$ cat src/rtl/xlat_pkg.sv
package xlat_pkg;

    typedef enum logic [1:0] {
        IRQ_DSEG  = 2'd0,
        IRQ_ISEG  = 2'd1,
        IRQ_DSTOR = 2'd2,
        IRQ_ISTOR = 2'd3
    } irq_kind_e;

    typedef enum logic [1:0] {
        ACC_RD  = 2'd0,
        ACC_WR  = 2'd1,
        ACC_EX  = 2'd2,
        ACC_BAD = 2'd3
    } acc_e;

endpackage

$ cat src/rtl/xlat_ctx_sel.sv
module xlat_ctx_sel #(
    parameter int LPID_W = 12,
    parameter int PID_W  = 20
) (
    input  logic              hv_mode,
    input  logic [1:0]        quad,
    input  logic [LPID_W-1:0] lpid_reg,
    input  logic [PID_W-1:0]  pid_reg,
    output logic              ok,
    output logic [LPID_W-1:0] lpid,
    output logic [PID_W-1:0]  pid
);
    logic use_lpid;
    logic use_pid;

    always_comb begin
        ok       = 1'b1;
        use_lpid = 1'b0;
        use_pid  = 1'b0;
        if (hv_mode) begin
            unique case (quad)
                2'd0: use_pid = 1'b1;
                2'd1: begin use_lpid = 1'b1; use_pid = 1'b1; end
                2'd2: use_lpid = 1'b1;
                default: ;
            endcase
        end else begin
            unique case (quad)
                2'd0: begin use_lpid = 1'b1; use_pid = 1'b1; end
                2'd3: use_lpid = 1'b1;
                default: ok = 1'b0;
            endcase
        end
        lpid = use_lpid ? lpid_reg : '0;
        pid  = use_pid  ? pid_reg  : '0;
    end
endmodule

$ cat src/rtl/xlat_fault_gen.sv
module xlat_fault_gen
    import xlat_pkg::*;
#(
    parameter int EA_W      = 64,
    parameter int CAUSE_W   = 32,
    parameter int STORE_BIT = 25,
    parameter int CFG_BIT   = 9
) (
    input  logic               clk,
    input  logic               rst_n,
    input  logic [EA_W-1:0]    ea,
    input  logic [1:0]         acc_type,
    input  logic               ctx_ok,
    input  logic               req_stb,
    input  logic               sfault_stb,
    input  logic [CAUSE_W-1:0] fault_cause,
    output logic               irq_vld,
    output logic [1:0]         irq_kind,
    output logic [CAUSE_W-1:0] irq_err,
    output logic [CAUSE_W-1:0] fault_syn,
    output logic [EA_W-1:0]    fault_dar
);
    localparam logic [CAUSE_W-1:0] STORE_MASK = CAUSE_W'(1) << STORE_BIT;
    localparam logic [CAUSE_W-1:0] CFG_MASK   = CAUSE_W'(1) << CFG_BIT;

    typedef struct packed {
        logic               vld;
        irq_kind_e          kind;
        logic [CAUSE_W-1:0] err;
        logic [CAUSE_W-1:0] syn;
        logic [EA_W-1:0]    dar;
    } rep_t;

    rep_t rep_d, rep_q;
    acc_e acc;
    logic is_exec;

    assign acc     = acc_e'(acc_type);
    assign is_exec = (acc == ACC_EX);

    always_comb begin
        rep_d     = rep_q;
        rep_d.vld = 1'b0;
        if (req_stb || sfault_stb) begin
            if (!ctx_ok) begin
                rep_d.vld = 1'b1;
                rep_d.err = '0;
                if (is_exec) begin
                    rep_d.kind = IRQ_ISEG;
                end else begin
                    rep_d.kind = IRQ_DSEG;
                    rep_d.dar  = ea;
                end
            end else if (acc == ACC_BAD) begin
                rep_d.vld  = 1'b1;
                rep_d.kind = IRQ_DSTOR;
                rep_d.syn  = CFG_MASK;
                rep_d.dar  = ea;
                rep_d.err  = '0;
            end else if (sfault_stb) begin
                rep_d.vld = 1'b1;
                if (is_exec) begin
                    rep_d.kind = IRQ_ISTOR;
                    rep_d.err  = fault_cause;
                end else begin
                    rep_d.kind = IRQ_DSTOR;
                    rep_d.syn  = fault_cause | ((acc == ACC_WR) ? STORE_MASK : '0);
                    rep_d.dar  = ea;
                    rep_d.err  = '0;
                end
            end
        end
    end

    always_ff @(posedge clk or negedge rst_n) begin
        if (!rst_n) begin
            rep_q <= '0;
        end else begin
            rep_q <= rep_d;
        end
    end

    assign irq_vld   = rep_q.vld;
    assign irq_kind  = rep_q.kind;
    assign irq_err   = rep_q.err;
    assign fault_syn = rep_q.syn;
    assign fault_dar = rep_q.dar;
endmodule

$ cat src/rtl/xlat_ctx_fault.sv
module xlat_ctx_fault #(
    parameter int EA_W      = 64,
    parameter int LPID_W    = 12,
    parameter int PID_W     = 20,
    parameter int CAUSE_W   = 32,
    parameter int STORE_BIT = 25,
    parameter int CFG_BIT   = 9
) (
    input  logic               clk,
    input  logic               rst_n,
    input  logic [EA_W-1:0]    ea,
    input  logic [1:0]         acc_type,
    input  logic               hv_mode,
    input  logic [LPID_W-1:0]  lpid_reg,
    input  logic [PID_W-1:0]   pid_reg,
    input  logic               req_stb,
    input  logic               sfault_stb,
    input  logic [CAUSE_W-1:0] fault_cause,
    output logic               ctx_ok,
    output logic [LPID_W-1:0]  ctx_lpid,
    output logic [PID_W-1:0]   ctx_pid,
    output logic               irq_vld,
    output logic [1:0]         irq_kind,
    output logic [CAUSE_W-1:0] irq_err,
    output logic [CAUSE_W-1:0] fault_syn,
    output logic [EA_W-1:0]    fault_dar
);
    localparam int QUAD_LSB = EA_W - 2;

    logic [1:0] quad;
    assign quad = ea[EA_W-1:QUAD_LSB];

    xlat_ctx_sel #(.LPID_W(LPID_W), .PID_W(PID_W)) u_sel (
        .hv_mode (hv_mode),
        .quad    (quad),
        .lpid_reg(lpid_reg),
        .pid_reg (pid_reg),
        .ok      (ctx_ok),
        .lpid    (ctx_lpid),
        .pid     (ctx_pid)
    );

    xlat_fault_gen #(
        .EA_W(EA_W), .CAUSE_W(CAUSE_W), .STORE_BIT(STORE_BIT), .CFG_BIT(CFG_BIT)
    ) u_gen (
        .clk        (clk),
        .rst_n      (rst_n),
        .ea         (ea),
        .acc_type   (acc_type),
        .ctx_ok     (ctx_ok),
        .req_stb    (req_stb),
        .sfault_stb (sfault_stb),
        .fault_cause(fault_cause),
        .irq_vld    (irq_vld),
        .irq_kind   (irq_kind),
        .irq_err    (irq_err),
        .fault_syn  (fault_syn),
        .fault_dar  (fault_dar)
    );
endmodule

$ cat config.mk
export PLATFORM = sky130hd
export DESIGN_NAME = xlat_ctx_fault
export DESIGN_NICKNAME = d
export VERILOG_FILES = /design/src/rtl/xlat_pkg.sv /design/src/rtl/xlat_ctx_sel.sv /design/src/rtl/xlat_fault_gen.sv /design/src/rtl/xlat_ctx_fault.sv
export SDC_FILE = /design/constraint.sdc
export NUM_CORES = 1
export LEC_CHECK = 0
export BUFFER_PORTS_ARGS = -buffer_cell sky130_fd_sc_hd__buf_4
export CORE_MARGIN = 2
export CORE_UTILIZATION = 40
export DETAILED_ROUTE_END_ITERATION = 10
export PLACE_DENSITY = 0.75
export SYNTH_ARGS = -nofsm -noshare
export SYNTH_HDL_FRONTEND = slang
export SYNTH_HIERARCHICAL = 1
export SYNTH_SLANG_ARGS = --single-unit
export TNS_END_PERCENT = 20
$ cat constraint.sdc
create_clock -name clk -period 0.9 [get_ports clk]
set_input_delay 0.09 -clock clk [delete_from_list [all_inputs] [get_ports clk]]
set_output_delay 0.09 -clock clk [all_outputs]
set_load 0.02 [all_outputs]
==> results.json <==
{
  "drtIter0Drc": 298,
  "grt_pass1_vias": 5634,
  "end_kind": "output pin",
  "cts_buffer_depth": 2,
  "wl_per_cell_um": 21.1,
  "fmax_mhz": 754,
  "synth_nets": 552,
  "dp_hpwl_um": 13000,
  "p_leak_nw": 5.58,
  "cts_made_buffers": 17,
  "worstPathRequired_ns": 0.81,
  "synth_largest_area_cell": "dfrtp_1",
  "violations": "setup timing",
  "ys_top_cells_by_area": "dfrtp_1 59%, mux2_1 6.8%, a32o_1 5.7%, and4b_1 5.4%, a21o_1 4.0%",
  "run_status": "complete, but fails checks",
  "cts_sinks": 131,
  "finalCritPeriodShare": 1.47,
  "clk-insertion-delay-late_ns": 0.41,
  "fp.dieW_um": 122,
  "final_common_cell": "buf_4",
  "finalSetupTns_ns": -63.04,
  "diodes": 0,
  "ys_warn_count": 6,
  "avgSynthCellArea_um2": 13.5,
  "path_clk_slew_ns": 0.05,
  "fp.dieArea_mm2": 0.0149,
  "place_ws_ns": -0.814,
  "core_mm2": 0.0138,
  "clockRootBuffer": "clkbuf_16",
  "grt_pass1_wl_um": 31700,
  "htreeDepth": 4,
  "worst_slew_pin_slew_ns": 0.361,
  "initial_core_util": 0.406,
  "die_h_um": 122,
  "setup_viol": 294,
  "layout_common_cells": "175 x buf_4, 160 x buf_6, 131 x dfrtp_1",
  "finClkSkew_ns": 0,
  "setup_ws_ns": -0.427,
  "drt-vias-per-instance": 5.13,
  "synthCells": 415,
  "critPathLaunchType": "input pin",
  "grt_overflow": 0,
  "io_pins": 299,
  "min_path_type": "input pin to register",
  "hold_viol_final": 0,
  "path_max_fanout": 5,
  "fin_cells": 1039,
  "grt_max_degree": 35,
  "syn_to_final_growth_pct": 94.5,
  "gp_congestion": 0.784,
  "nets": 983,
  "synth.distinct_cells": 29,
  "first_pass_iters": 5,
  "rows": 43,
  "antenna_found_initial": 0,
  "dr_total_vias": 5329,
  "path_class": "input pin to output pin",
  "grt_usage": 0.281,
  "p_per_area_mw_per_mm2": 1840,
  "seq_area_frac_synth": 0.586,
  "postRouteAntennaNets": 0,
  "tritoncts": "done",
  "io_buffers": 298,
  "yosysTopAreaCellShare": 0.586,
  "wl_um": 21900,
  "maxSlewHeadroom": 0.760,
  "cap_violations": 0,
  "crit_arrival_ns": 1.24,
  "placed_cells": 899,
  "remaining_drc_errors": 0,
  "synth_seq_cells": 131,
  "min_period_ns": 1.33,
  "hold_slack_ns": 0.0281,
  "report.final.slew_viol_count": 0,
  "vdd_ir_drop_max_mv": 1.07,
  "grt_setup_unrepaired": "yes",
  "netlist_area_mm2": 0.00559,
  "utilization": 0.790,
  "drive_gt1_frac": 0.532
}
## metrics by stage
step,instance area (um2),power (mW)
6_report,10900,20.0
5_1_grt,10900,20.7
4_1_cts,10700,19.6
3_5_place_dp,8370,11.9
3_3_place_gp,8370,11.7
2_1_floorplan,5720,9.39
## timing repair
action,in CTS,in global routing
resized for setup,194,35
buffers inserted,1,3
hold buffers,97,0
gates cloned,4,3
endpoints found under the hold margin,228,0
pin swaps,46,16
endpoints found under the setup margin,294,295
## cell families after synthesis
kind of cell    count (synthesis)  synth area share
fa+ha+maj                       2           0.00447
simple gates                   72             0.101
buf+inv                        57            0.0548
compound gates                 87             0.125
mux                            65             0.127
flops                         131             0.586
xor+xnor                        1           0.00157
## sequential cells by signal, indices dropped and copies added (netlist names)
name and cells:
u_gen/fault_syn 32, u_gen/irq_kind 2, u_gen/fault_dar 64, u_gen/irq_err 32
u_gen/irq_vld 1
## area by class of cell
type / instances / area [um2]
multi-input cells: 227 / 2290
fillers: 759 / 2890
inverters: 20 / 90.1
clock buffers: 24 / 492
flip-flops and latches: 131 / 3280
clock inverters: 8 / 76.3
repair buffers: 449 / 4430
well taps: 180 / 225
## final timing paths
path	startpoint	end	slack, ns	cells past startpoint
min	acc_type[1]	u_gen/irq_kind[1]	0.03	3
min reg2reg	u_gen/fault_syn[1]	u_gen/fault_syn[1]	0.50	1
max in group asynchronous	rst_n	u_gen/fault_dar[44]	0.23	3
min in group asynchronous	rst_n	u_gen/fault_syn[7]	0.14	2
max	ea[62]	ctx_pid[4]	-0.43	8
max reg2reg	u_gen/fault_dar[36]	u_gen/fault_dar[36]	0.03	1
## layer usage
layer | track usage | share of wire | vias up | wire (um)
li1 | - | - | 2372 | -
met1 | 0.338 | 0.40 | 2674 | 8670
met2 | 0.475 | 0.51 | 243 | 11200
met3 | 0.0888 | 0.073 | 40 | 1610
met4 | 0.101 | 0.021 | 0 | 471
met5 | 0 | 0 | - | 0
## cell usage after synthesis
library cell	instances
dfrtp_1	131
mux2_1	34
a32o_1	32
a21o_1	30
and4b_1	30
nor2b_1	21
inv_1	20
mux2_2	16
o21ai_0	16
clkbuf_1	15
mux2i_1	15
and2_1	11
buf_2	8
buf_6	8
buf_4	6
a21oi_1	5
nor2_1	4
ha_1	2
a211oi_2	1
a21bo_2	1
a21oi_4	1
a311oi_1	1
and2_0	1
and2_4	1
and3b_1	1
nand2b_1	1
nor4bb_1	1
or3b_1	1
xnor2_1	1
## critical path: stages
cell     delay (ns)
buf_8          0.09
buf_4          0.11
ha_2           0.19
a21oi_4        0.08
buf_6          0.12
buf_6          0.11
nor2b_1        0.23
buf_4          0.20
## where the power goes
part           internal (mW)  switching (mW)  leakage, nW
Clock                   4.08            2.51        0.272
Sequential              6.59           0.595         1.65
Combinational           3.45            2.75         3.67
(Power assumes the default switching activity.)
